$ cat src/rtl/rxed_pkg.sv
package rxed_pkg;

  typedef enum logic [1:0] {
    RA_CTRL = 2'd0,
    RA_DROP = 2'd1,
    RA_STAT = 2'd2,
    RA_NONE = 2'd3
  } rxed_addr_e;

  localparam int unsigned DATA_W        = 8;
  localparam int unsigned FB_RCV        = 0;
  localparam int unsigned FB_OVRN       = 4;
  localparam int unsigned FB_ERCV       = 5;
  localparam int unsigned FB_DFULL      = 6;
  localparam int unsigned CTRL_DISC_BIT = 7;

endpackage

$ cat src/rtl/rxed_pkt_ctrl.sv
module rxed_pkt_ctrl (
  input  logic clk,
  input  logic rst_n,
  input  logic pkt_start,
  input  logic pkt_end,
  input  logic byte_wr,
  input  logic ext_discard,
  input  logic disc_req,
  output logic active,
  output logic byte_en,
  output logic abort,
  output logic done_ok,
  output logic done_drop
);

  logic active_q;
  logic active_d;
  logic active_en;

  // An abort is honoured only while the packet is open and its end has not arrived.
  always_comb begin
    abort     = disc_req & active_q & ~pkt_end & ~pkt_start;
    done_ok   = pkt_end & active_q & ~ext_discard;
    done_drop = pkt_end & active_q & ext_discard;
    byte_en   = byte_wr & (pkt_start | (active_q & ~abort));
    active_en = pkt_start | abort | pkt_end;
    if (pkt_start) begin
      active_d = 1'b1;
    end else begin
      active_d = 1'b0;
    end
  end

  always_ff @(posedge clk or negedge rst_n) begin
    if (!rst_n) begin
      active_q <= 1'b0;
    end else if (active_en) begin
      active_q <= active_d;
    end
  end

  assign active = active_q;

  AST_ABORT_CLOSES: assert property (@(posedge clk) disable iff (!rst_n)
    abort |=> !active_q);

endmodule

$ cat src/rtl/rxed_byte_tracker.sv
module rxed_byte_tracker #(
  parameter int unsigned BCNT_W    = 16,
  parameter int unsigned THR_W     = 5,
  parameter int unsigned UNIT_LOG2 = 6
) (
  input  logic             clk,
  input  logic             rst_n,
  input  logic             pkt_start,
  input  logic             byte_en,
  input  logic [THR_W-1:0] thr,
  output logic             early_hit
);

  localparam int unsigned CMP_W = BCNT_W + 1;
  localparam logic [BCNT_W-1:0] BCNT_MAX = '1;

  logic [BCNT_W-1:0] bcnt_q;
  logic [BCNT_W-1:0] bcnt_base;
  logic [BCNT_W-1:0] bcnt_d;
  logic              armed_q;
  logic              armed_base;
  logic              armed_d;
  logic              trk_en;
  logic [CMP_W-1:0]  thr_bytes;

  always_comb begin
    thr_bytes  = CMP_W'(thr) << UNIT_LOG2;
    bcnt_base  = pkt_start ? '0 : bcnt_q;
    armed_base = pkt_start | armed_q;
    bcnt_d     = bcnt_base;
    if (byte_en && (bcnt_base != BCNT_MAX)) begin
      bcnt_d = bcnt_base + 1'b1;
    end
    early_hit = byte_en & armed_base & ({1'b0, bcnt_d} > thr_bytes);
    armed_d   = armed_base & ~early_hit;
    trk_en    = pkt_start | byte_en;
  end

  always_ff @(posedge clk or negedge rst_n) begin
    if (!rst_n) begin
      bcnt_q  <= '0;
      armed_q <= 1'b0;
    end else if (trk_en) begin
      bcnt_q  <= bcnt_d;
      armed_q <= armed_d;
    end
  end

  AST_START_RESTARTS: assert property (@(posedge clk) disable iff (!rst_n)
    pkt_start |=> (bcnt_q <= BCNT_W'(1)));
  AST_ERCV_ONCE: assert property (@(posedge clk) disable iff (!rst_n)
    early_hit |=> (pkt_start || !early_hit));

endmodule

$ cat src/rtl/rxed_drop_counter.sv
module rxed_drop_counter #(
  parameter int unsigned DROP_W = 8
) (
  input  logic              clk,
  input  logic              rst_n,
  input  logic              inc,
  input  logic              rd_clr,
  output logic [DROP_W-1:0] cnt,
  output logic              full_hit
);

  localparam logic [DROP_W-1:0] CNT_MAX = '1;
  localparam logic [DROP_W-1:0] CNT_PRE = CNT_MAX - 1'b1;

  logic [DROP_W-1:0] cnt_q;
  logic [DROP_W-1:0] cnt_d;
  logic              cnt_en;

  always_comb begin
    cnt_en = inc | rd_clr;
    if (rd_clr) begin
      cnt_d = inc ? DROP_W'(1) : '0;
    end else begin
      cnt_d = cnt_q + 1'b1;
    end
    full_hit = inc & ~rd_clr & (cnt_q == CNT_PRE);
  end

  always_ff @(posedge clk or negedge rst_n) begin
    if (!rst_n) begin
      cnt_q <= '0;
    end else if (cnt_en) begin
      cnt_q <= cnt_d;
    end
  end

  assign cnt = cnt_q;

  AST_DROP_READ_CLR: assert property (@(posedge clk) disable iff (!rst_n)
    (rd_clr && !inc) |=> (cnt_q == '0));
  AST_DROP_READ_INC: assert property (@(posedge clk) disable iff (!rst_n)
    (rd_clr && inc) |=> (cnt_q == DROP_W'(1)));
  AST_DROP_WRAP: assert property (@(posedge clk) disable iff (!rst_n)
    (inc && !rd_clr && cnt_q == CNT_MAX) |=> (cnt_q == '0));
  AST_DROP_FULL: assert property (@(posedge clk) disable iff (!rst_n)
    full_hit |=> (cnt_q == CNT_MAX));

endmodule

$ cat src/rtl/rx_early_discard_ctrl.sv
module rx_early_discard_ctrl
  import rxed_pkg::*;
#(
  parameter int unsigned THR_W     = 5,
  parameter int unsigned THR_RST   = 31,
  parameter int unsigned UNIT_LOG2 = 6,
  parameter int unsigned BCNT_W    = 16,
  parameter int unsigned DROP_W    = 8
) (
  input  logic              clk,
  input  logic              rst_n,
  input  logic              reg_wr,
  input  logic              reg_rd,
  input  logic [1:0]        reg_addr,
  input  logic [DATA_W-1:0] reg_wdata,
  output logic [DATA_W-1:0] reg_rdata,
  input  logic              pkt_start,
  input  logic              byte_wr,
  input  logic              pkt_end,
  input  logic              ext_discard,
  output logic              pkt_abort,
  output logic [DATA_W-1:0] irq_flags,
  output logic              irq
);

  localparam logic [DATA_W-1:0] FLAG_MASK =
    DATA_W'((1 << FB_RCV) | (1 << FB_OVRN) | (1 << FB_ERCV) | (1 << FB_DFULL));

  // Reset: asserted asynchronously, released through two flops.
  logic rst_meta_q;
  logic rst_i;

  always_ff @(posedge clk or negedge rst_n) begin
    if (!rst_n) begin
      rst_meta_q <= 1'b0;
      rst_i      <= 1'b0;
    end else begin
      rst_meta_q <= 1'b1;
      rst_i      <= rst_meta_q;
    end
  end

  logic              ctrl_wr;
  logic              stat_wr;
  logic              drop_rd;
  logic              disc_req;
  logic              pkt_active;
  logic              byte_en;
  logic              abort;
  logic              done_ok;
  logic              done_drop;
  logic              early_hit;
  logic              full_hit;
  logic [DROP_W-1:0] drop_cnt;
  logic [THR_W-1:0]  thr_q;
  logic [DATA_W-1:0] flags_q;
  logic [DATA_W-1:0] flags_d;
  logic [DATA_W-1:0] set_vec;
  logic [DATA_W-1:0] clr_vec;
  logic              flags_en;

  always_comb begin
    ctrl_wr  = reg_wr & (reg_addr == RA_CTRL);
    stat_wr  = reg_wr & (reg_addr == RA_STAT);
    drop_rd  = reg_rd & (reg_addr == RA_DROP);
    disc_req = ctrl_wr & reg_wdata[CTRL_DISC_BIT];
  end

  rxed_pkt_ctrl u_pkt (
    .clk         (clk),
    .rst_n       (rst_i),
    .pkt_start   (pkt_start),
    .pkt_end     (pkt_end),
    .byte_wr     (byte_wr),
    .ext_discard (ext_discard),
    .disc_req    (disc_req),
    .active      (pkt_active),
    .byte_en     (byte_en),
    .abort       (abort),
    .done_ok     (done_ok),
    .done_drop   (done_drop)
  );

  rxed_byte_tracker #(
    .BCNT_W    (BCNT_W),
    .THR_W     (THR_W),
    .UNIT_LOG2 (UNIT_LOG2)
  ) u_trk (
    .clk       (clk),
    .rst_n     (rst_i),
    .pkt_start (pkt_start),
    .byte_en   (byte_en),
    .thr       (thr_q),
    .early_hit (early_hit)
  );

  rxed_drop_counter #(
    .DROP_W (DROP_W)
  ) u_drop (
    .clk      (clk),
    .rst_n    (rst_i),
    .inc      (done_drop),
    .rd_clr   (drop_rd),
    .cnt      (drop_cnt),
    .full_hit (full_hit)
  );

  // Threshold register.
  always_ff @(posedge clk or negedge rst_i) begin
    if (!rst_i) begin
      thr_q <= THR_W'(THR_RST);
    end else if (ctrl_wr) begin
      thr_q <= reg_wdata[THR_W-1:0];
    end
  end

  // Flag register: a new event wins over a clear in the same cycle.
  always_comb begin
    set_vec           = '0;
    set_vec[FB_RCV]   = done_ok;
    set_vec[FB_OVRN]  = abort;
    set_vec[FB_ERCV]  = early_hit;
    set_vec[FB_DFULL] = full_hit;
    clr_vec           = stat_wr ? reg_wdata : '0;
    flags_d           = ((flags_q & ~clr_vec) | set_vec) & FLAG_MASK;
    flags_en          = (|set_vec) | stat_wr;
  end

  always_ff @(posedge clk or negedge rst_i) begin
    if (!rst_i) begin
      flags_q <= '0;
    end else if (flags_en) begin
      flags_q <= flags_d;
    end
  end

  always_comb begin
    reg_rdata = '0;
    case (reg_addr)
      RA_CTRL: reg_rdata = DATA_W'(thr_q);
      RA_DROP: reg_rdata = DATA_W'(drop_cnt);
      RA_STAT: reg_rdata = flags_q;
      default: reg_rdata = '0;
    endcase
  end

  assign pkt_abort = abort;
  assign irq_flags = flags_q;
  assign irq       = |flags_q;

  AST_RCV_ON_END: assert property (@(posedge clk) disable iff (!rst_i)
    done_ok |=> irq_flags[FB_RCV]);
  AST_OVRN_ON_ABORT: assert property (@(posedge clk) disable iff (!rst_i)
    pkt_abort |=> irq_flags[FB_OVRN]);
  AST_IDLE_DISC_NOP: assert property (@(posedge clk) disable iff (!rst_i)
    (disc_req && !pkt_active) |-> !pkt_abort);
  AST_FLAG_STICKY: assert property (@(posedge clk) disable iff (!rst_i)
    (irq_flags[FB_OVRN] && !stat_wr) |=> irq_flags[FB_OVRN]);

endmodule

$ cat config.mk
export PLATFORM = sky130hd
export DESIGN_NAME = rx_early_discard_ctrl
export DESIGN_NICKNAME = d
export VERILOG_FILES = /design/src/rtl/rxed_pkg.sv /design/src/rtl/rxed_pkt_ctrl.sv /design/src/rtl/rxed_byte_tracker.sv /design/src/rtl/rxed_drop_counter.sv /design/src/rtl/rx_early_discard_ctrl.sv
export SDC_FILE = /design/constraint.sdc
export NUM_CORES = 1
export LEC_CHECK = 0
export ABC_AREA = 1
export ABC_CLOCK_PERIOD_IN_PS = 1600
export BUFFER_PORTS_ARGS = -buffer_cell sky130_fd_sc_hd__buf_4
export CAP_MARGIN = 20
export CORE_MARGIN = 2
export CORE_UTILIZATION = 59
export CTS_BUF_LIST = sky130_fd_sc_hd__clkbuf_4
export CTS_CLUSTER_SIZE = 8
export DETAILED_ROUTE_END_ITERATION = 12
export HOLD_SLACK_MARGIN = 0.08
export PLACE_DENSITY = 0.84
export SYNTH_ARGS = -nofsm -noshare
export SYNTH_HDL_FRONTEND = slang
export SYNTH_SLANG_ARGS = --single-unit
$ cat constraint.sdc
create_clock -name clk -period 1.6 [get_ports clk]
set_input_delay 0.32 -clock clk [delete_from_list [all_inputs] [get_ports clk]]
set_output_delay 0.32 -clock clk [all_outputs]
set_load 0.01 [all_outputs]
==> results.sh, run 1 <==
export IMPL_outcome="aborted with a tool error"
export IMPL_stop_stage="global routing"
export IMPL_firstError="[ERROR GRT-0232] Routing congestion too high. Check the congestion heatmap in the GUI."
export IMPL_die_x_um=69.5
export IMPL_synth_seq_cells=37
export IMPL_postPlaceCellArea_sq_um=3350
export IMPL_crit_endpoint="u_trk.armed_q$_DFFE_PN0P_/D"
export IMPL_gp_congestion=0.904
export IMPL_overflow=62
export IMPL_netlist_area_sq_um=2530
export IMPL_start_util_pct=62.3
export IMPL_synth_top_area_share_pct=31.7
export IMPL_ys_types=35
export IMPL_antenna_found_initial=1
export IMPL_clock_root_buffer="clkbuf_4"
export IMPL_clockBufferDepth=2
export IMPL_yosys_warnings=0
export IMPL_dp_slack_ns=-1.29
export IMPL_die_y_um=69.5
export IMPL_dp_hpwl_um=5430
export IMPL_cts_sinks=37
export IMPL_placed_cells=484
export IMPL_io_buffers=31
export IMPL_seq_area_frac_synth_pct=36.8
export IMPL_worstEpCategory="register input"
export IMPL_htree_levels=2
export IMPL_synth_top_cells_by_area="dfrtp_1, nand2_1, inv_1"
export IMPL_synth_avg_cell_area_sq_um=7.48
export IMPL_cts_buffers_inserted=5
export IMPL_grt_usage_pct=74.3
export IMPL_num_rows=23
export IMPL_io_pins=36
export IMPL_yosysTopAreaCell="dfrtp_1"
export IMPL_postSynthCellCount=338
export IMPL_grt_start_max_net_pins=29
==> kinds of logic after synthesis <==
| family | share of synthesized area [%] |
|---|---|
| AND/OR/NAND/NOR | 34.3 |
| buffers and inverters | 13.2 |
| flip-flops | 36.8 |
| AO/OA/AOI/OAI | 7.27 |
| XOR/XNOR | 4.15 |
| adder cells (fa/ha/maj) | 3.96 |
| other | 0.297 |
==> cells in the mapped netlist (all sizes together) <==
cell type,instances
a211oi,1
a21oi,9
and2,1
buf,8
conb,2
dfrtp,32
dfstp,5
ha,8
inv,63
nand2,84
nand3,33
nand4,5
nor2,46
nor3,6
nor4,1
o211ai,1
o21ai,13
o21bai,1
o221ai,1
o22ai,5
o31ai,1
xnor2,3
xor2,9
==> metal layers <==
metal / GRT overflow / GRT usage [%]
met2: 39 / 97.1
met5: 0 / 0
met4: 23 / 79.1
met1: 0 / 73.7
met3: 0 / 50.9
==> metrics by stage <==
step / hold slack (ns) / util (%)
CTS: 0.165 / 89.5
detailed placement: 0.104 / 82.6
global placement: 0.103 / 82.6
floorplan: 0.0244 / -
==> what timing repair did <==
item                                    4_1_cts
resized for setup                            39
endpoints found under the setup margin       20
hold buffers                                  1
pin swaps                                    17
endpoints found under the hold margin         2
setup buffers                                 9
==> run 2: changes to the inputs <==
Settings changed: CORE_UTILIZATION 59 to 40, CTS_BUF_LIST sky130_fd_sc_hd__clkbuf_4 to not set, CTS_CLUSTER_SIZE 8 to not set, HOLD_SLACK_MARGIN 0.08 to not set, PLACE_DENSITY 0.84 to not set, PLACE_DENSITY_LB_ADDON set to 0.15.
==> run 2 against run 1 <==
  * The flow now finishes, with violations (negative setup slack)
  * Synthesized area is the same
  * Synthesized cell count is the same
==> results.sh, run 2 <==
export IMPL_cts_tree="done"
export IMPL_dp_hpwl_um=5320
export IMPL_grt_start_max_net_pins=36
export IMPL_endpoint_kind="register"
export IMPL_final_common_cell="buf_4"
export IMPL_grt_util_met2_pct=34.5
export IMPL_postPlaceCellArea_sq_um=3460
export IMPL_cp_max_fo=4
export IMPL_grt_pass1_vias=2431
export IMPL_io_buffers=31
export IMPL_finalHoldViolCount=0
export IMPL_rr_worst_depth=23
export IMPL_drv_cap=0
export IMPL_synth_common_cells="nand2_1, inv_1, nor2_1"
export IMPL_cts_buffers_inserted=5
export IMPL_synth_seq_cells=37
export IMPL_critical_path_class="register to register"
export IMPL_power_total_mw=2.47
export IMPL_core_area_sq_um=6030
export IMPL_layout_setup_ws_ns=-1.16
export IMPL_power_frac_clock_pct=26.8
export IMPL_synth_top_area_share_pct=31.7
export IMPL_cts_reportedPaths_clkPinSlew_ns=0.08
export IMPL_maxSlewViolCount=0
export IMPL_synth_avg_cell_area_sq_um=7.48
export IMPL_fmax_mhz=362
export IMPL_holdPathEnd="thr_q[2]"
export IMPL_ys_types=35
export IMPL_clockBufferDepth=2
export IMPL_seq_area_frac_synth_pct=36.8
export IMPL_synth_ff_type="dfrtp_1"
export IMPL_power_leakage_nw=2.03
export IMPL_num_rows=28
export IMPL_htree_levels=2
export IMPL_nFillCells=516
export IMPL_yosysMostFrequentCell="nand2_1"
export IMPL_skew_ns=0.00852
export IMPL_overflow=0
export IMPL_nNetsFinal=496
export IMPL_r2r_end="irq_flags[5]"
export IMPL_timing_rr_start="u_trk.bcnt_q[0]"
export IMPL_die_x_um=83.5
export IMPL_met3_usage_pct=2.97
export IMPL_p_int_mw=1.66
export IMPL_antenna_found_initial=0
export IMPL_start_util_pct=42.0
export IMPL_netlist_area_sq_um=2530
export IMPL_postSynthCellCount=338
export IMPL_p_sw_uw=803
export IMPL_holdWs_ns=0.241
export IMPL_power_density_nw_per_um2=632
export IMPL_r2r_setup_slack_ns=-1.16
export IMPL_final_layout_size_suffix_gt1_share_pct=46.3
export IMPL_ir_drop_mv=0.546
export IMPL_drt_initial_drc_count=106
export IMPL_vias_per_cell=4.71
export IMPL_critPathLaunchType="register"
export IMPL_grt_util_met1_pct=27.1
export IMPL_cp_required_ns=1.79
export IMPL_pwr_share_comb_pct=28.4
export IMPL_hp_start="reg_wdata[2]"
export IMPL_io_pins=36
export IMPL_hold_class="input port to register"
export IMPL_post_route_period_util_pct=173
export IMPL_outcome="finished, violations left"
export IMPL_violations="negative setup slack"
export IMPL_insertion_delay_ns=0.29
export IMPL_die_y_um=83.5
export IMPL_clock_root_buffer="clkbuf_8"
export IMPL_drc=0
export IMPL_antenna_cells=0
export IMPL_final_cell_area_sq_um=3910
export IMPL_fin_crit_ns=2.76
export IMPL_synth_edff_count=0
export IMPL_grt_first_pass_wirelength_um=11400
export IMPL_dr_pass1_iters=4
export IMPL_rsz0062_at_grt="yes"
export IMPL_holdPathStages=3
export IMPL_dieArea_sq_um=6980
export IMPL_grt_usage_pct=20.2
export IMPL_yosys_warnings=0
export IMPL_top_usage_layer="met2"
export IMPL_drt_wl_total_um=7150
export IMPL_largest_register_ffs=16
export IMPL_gp_congestion=0.906
export IMPL_crit_start="u_trk.bcnt_q[0]"
export IMPL_swShare_pct=32.5
export IMPL_via_count=2572
export IMPL_p_seq_share_pct=44.8
export IMPL_max_flop_register="u_trk.bcnt_q"
export IMPL_detail_route_antenna_nets=0
export IMPL_yosysTopAreaCell="dfrtp_1"
export IMPL_synth_top_cells_by_area="dfrtp_1, nand2_1, inv_1"
export IMPL_setup_viol=14
export IMPL_area_growth_syn_to_layout_pct=54.4
export IMPL_drt_wirelength_per_cell_um=13.1
export IMPL_arrival_ns=2.95
export IMPL_synth_async_reset_ratio_pct=100
export IMPL_final_cell_mix="buf_4, nand2_1, inv_1, dfrtp_1, nor2_1"
export IMPL_cts_sinks=37
[run 2: cell counts after synthesis]
Identical to the previous run, type by type.
[run 2: area by class of cell]
| class | instances | area [sq um] | share of cell area, % |
|---|---|---|---|
| inverters | 63 | 249 | 6.38 |
| well taps | 75 | 93.8 | 2.40 |
| flip-flops and latches | 37 | 932 | 23.9 |
| clock inverters | 2 | 10.0 | 0.256 |
| repair buffers | 130 | 1020 | 26.1 |
| clock buffers | 6 | 72.6 | 1.86 |
| multi-input cells | 233 | 1530 | 39.1 |
[run 2: timing repair]
item                                    4_1_cts  5_1_grt
gates resized for setup                      23       34
hold buffers                                  1        0
endpoints found under the setup margin       20       26
pin swaps                                    16       16
buffers inserted                              8       12
hold endpoints to repair                      2        0
[run 2: cell families (layout without fill, tap and decap cells)]
family / after synthesis / count (layout) / synth area share, %
other: 2 / 5 / 0.297
and+or+nand+nor: 176 / 176 / 34.3
AOI/OAI and AO/OA: 32 / 32 / 7.27
xor gates and xnor gates: 12 / 12 / 4.15
buffers and inverters: 71 / 201 / 13.2
adders and majority gates: 8 / 8 / 3.96
DFF: 37 / 37 / 36.8
[run 2: critical path: stages (launching register included)]
cell and delay, ns:
dfrtp_1 0.43, nand2_8 0.09, inv_6 0.03, ha_4 0.16
nand2_4 0.06, nor2_4 0.04, inv_2 0.06, nor2_4 0.03
nand2_4 0.09, nand2_8 0.07, nor3_4 0.22, nand2_2 0.11
xor2_2 0.19, inv_2 0.07, ha_4 0.28, nand4_1 0.09
nor2_1 0.14, nand3_1 0.08, nor2_1 0.11, nand3_1 0.07
nand2_1 0.09, nand2_2 0.06, nand2_1 0.06, nand2_1 0.04
[run 2: power by group through the flow]
| stage | clock network, mW | logic [mW] | registers [mW] |
|---|---|---|---|
| 6_report | 0.661 | 0.701 | 1.10 |
| 5_1_grt | 0.721 | 0.777 | 1.12 |
| 4_1_cts | 0.674 | 0.627 | 1.11 |
| 3_5_place_dp | 0 | 0.582 | 1.12 |
| 3_3_place_gp | 0 | 0.568 | 1.12 |
| 2_1_floorplan | 0 | 0.321 | 1.12 |
[run 2: worst max path at each step]
| stage | cells past startpoint | to |
|---|---|---|
| after floorplan | 27 | irq_flags[5] |
| after global placement | 24 | irq_flags[5] |
| after detailed placement | 24 | irq_flags[5] |
| after CTS | 24 | irq_flags[5] |
| after global routing | 23 | irq_flags[5] |
| final | 23 | irq_flags[5] |
[run 2: layer usage]
metal / wire, um / share of wire [%] / vias to the layer above
met3: 334 / 4.7 / 4
li1: - / - / 1311
met4: 68 / 0.95 / 0
met5: 0 / 0 / -
met2: 3560 / 50 / 55
met1: 3190 / 45 / 1202
[run 2: metrics by stage]
step,std cells,utilization (%),setup slack [ns],TNS [ns]
6_report,546,64.8,-1.16,-3.89
2_1_floorplan,341,-,-1.23,-4.10
3_3_place_gp,521,57.4,-1.13,-4.37
3_5_place_dp,521,57.4,-1.24,-5.05
4_1_cts,537,61.5,-1.05,-3.01
5_1_grt,546,64.8,-1.32,-5.45
Power figures use the tool's default switching activity.
==> run 3: changes to the inputs <==
==> constraint.sdc (replaced) <==
create_clock -name clk -period 1.6 [get_ports clk]
set_input_delay 0.08 -clock clk [delete_from_list [all_inputs] [get_ports clk]]
set_output_delay 0.08 -clock clk [all_outputs]
set_load 0.01 [all_outputs]
==> run 3 against run 2 <==
  * The flow still finishes with violations (negative setup slack)
  * Core utilization increased by 0.12 points
  * Global-route usage about the same
  * Clock skew decreased by 0.0014 ns
  * Clock power increased by 7.6%
  * Worst hold slack got worse by 0.22 ns
  * Critical path type unchanged
  * Highest routed layer unchanged
  * Total power increased by 2.7%
  * First-iteration DRC count unchanged
  * Design area increased by 0.19%
  * Maximum frequency increased by 5.2%
  * Critical path depth increased by 1
  * Die area unchanged
==> results.sh, run 3 (synthesis gave the netlist of run 2 again) <==
export IMPL_cp_required_ns=1.79
export IMPL_skew_ns=0.00709
export IMPL_drt_wl_total_um=7000
export IMPL_final_cells=543
export IMPL_die_x_um=83.5
export IMPL_critPathLaunchType="register"
export IMPL_drt_wirelength_per_cell_um=12.9
export IMPL_htree_levels=2
export IMPL_cts_tree="done"
export IMPL_dr_pass1_iters=5
export IMPL_cts_sinks=37
export IMPL_cts_buffers_inserted=5
export IMPL_detail_route_antenna_nets=0
export IMPL_antenna_found_initial=0
export IMPL_hold_class="input port to register"
export IMPL_grt_start_max_net_pins=28
export IMPL_fin_crit_ns=2.62
export IMPL_cts_reportedPaths_clkPinSlew_ns=0.08
export IMPL_die_y_um=83.5
export IMPL_overflow=0
export IMPL_tns_ns=-2.98
export IMPL_final_common_cell="buf_4"
export IMPL_grt_pass1_vias=2482
export IMPL_antenna_cells=0
export IMPL_layout_setup_ws_ns=-1.02
export IMPL_violations="negative setup slack"
export IMPL_nNetsFinal=493
export IMPL_insertion_delay_ns=0.29
export IMPL_nFillCells=533
export IMPL_cp_max_fo=4
export IMPL_drt_initial_drc_count=106
export IMPL_io_buffers=31
export IMPL_dp_hpwl_um=5260
export IMPL_multi_input_comb_area_sq_um=1510
export IMPL_holdWs_ns=0.0259
export IMPL_clockBufferDepth=2
export IMPL_arrival_ns=2.82
export IMPL_start_util_pct=42.0
export IMPL_gp_congestion=0.926
export IMPL_largest_register_ffs=16
export IMPL_grt_first_pass_wirelength_um=11400
export IMPL_power_total_mw=2.53
export IMPL_io_pins=36
export IMPL_outcome="finished, violations left"
export IMPL_postPlaceCellArea_sq_um=3420
export IMPL_fmax_mhz=381
export IMPL_max_flop_register="u_trk.bcnt_q"
export IMPL_final_cell_mix="buf_4, nand2_1, inv_1, dfrtp_1"
export IMPL_setup_viol=13
export IMPL_core_area_sq_um=6030
export IMPL_power_leakage_nw=2.05
export IMPL_finalHoldViolCount=0
export IMPL_critical_path_class="register to register"
export IMPL_drc=0
export IMPL_rsz0062_at_grt="yes"
export IMPL_via_count=2575
export IMPL_post_route_period_util_pct=164
export IMPL_endpoint_kind="register"
export IMPL_area_growth_syn_to_layout_pct=54.6
export IMPL_vias_per_cell=4.74
export IMPL_drv_cap=0
export IMPL_power_density_nw_per_um2=647
export IMPL_placed_cells=516
export IMPL_num_rows=28
export IMPL_ir_drop_mv=0.398
export IMPL_maxSlewViolCount=0
export IMPL_clock_root_buffer="clkbuf_8"
export IMPL_dieArea_sq_um=6980
export IMPL_grt_usage_pct=20.2
export IMPL_seq_area_sq_um=932
export IMPL_final_cell_area_sq_um=3910
export IMPL_dp_slack_ns=-1.09
export IMPL_final_layout_size_suffix_gt1_share_pct=45.1
export IMPL_final_util_pct=64.9
-- run 3: changes by cell type in the layout (fill, tap and decap cells not counted), moves of 3 or more --
cell,delta
buf_4,-12
buf_6,+4
dlygate4sd3_1,+4
o22ai_1,+3
inv_1,+5
inv_2,-5
o22ai_2,-3
nand2_4,+3
nor2_2,+4
nand2_1,-9
nand2_2,+7
-- run 3: repair_timing --
action | in CTS | in global routing
setup buffers | 3 | 14
hold buffers | 5 | 0
pin swaps | 10 | 7
endpoints found under the setup margin | 13 | 18
endpoints found under the hold margin | 6 | 0
gates resized for setup | 13 | 48
-- run 3: critical path: stages (launching register included) --
cell	delay, ns
dfrtp_1	0.36
inv_2	0.05
nor2_4	0.12
ha_4	0.15
nand2_4	0.05
nor2_4	0.09
inv_2	0.05
nor2_4	0.09
nand2_4	0.08
nand2_8	0.08
inv_4	0.05
nand3_4	0.06
nor2_2	0.04
xor2_1	0.18
inv_1	0.09
ha_4	0.27
nand4_1	0.08
nor2_1	0.11
nand3_1	0.08
nor2_1	0.12
nand3_1	0.09
nand2_1	0.08
nand2_2	0.06
nand2_1	0.06
nand2_1	0.04
-- run 3: path summary, 6_finish.rpt --
| check | start | end | slack [ns] | depth (start not counted) |
|---|---|---|---|---|
| max | u_trk.bcnt_q[1] | irq_flags[5] | -1.02 | 24 |
| min | reg_wdata[4] | thr_q[4] | 0.03 | 3 |
| max reg2reg | u_trk.bcnt_q[1] | irq_flags[5] | -1.02 | 24 |
| min reg2reg | rst_i | u_trk.bcnt_q[13] | 0.17 | 0 |
| max in group asynchronous | rst_i | thr_q[3] | 0.87 | 1 |
| min in group asynchronous | rst_n | rst_meta_q | 0.10 | 2 |
-- run 3: metal layers --
metal | track usage [%] | vias up | share of wire, %
met1 | 27.8 | 1221 | 46
met3 | 3.86 | 6 | 4.0
met4 | 4.69 | 0 | 0.89
li1 | - | 1297 | -
met5 | 0 | - | 0
met2 | 33.0 | 51 | 49
-- run 3: where the power goes --
| part | switching (mW) | total [mW] | internal, mW | leakage, nW |
|---|---|---|---|---|
| Sequential | 0.0682 | 1.10 | 1.04 | 0.474 |
| Clock | 0.362 | 0.711 | 0.350 | 0.0512 |
| Combinational | 0.377 | 0.717 | 0.340 | 1.53 |
-- run 3: final cells by class --
type / count / area share [%]
multi-input cells: 233 / 38.5
repair buffers: 127 / 26.5
flip-flops and latches: 37 / 23.8
inverters: 63 / 6.30
well taps: 75 / 2.40
clock buffers: 6 / 2.11
clock inverters: 2 / 0.352
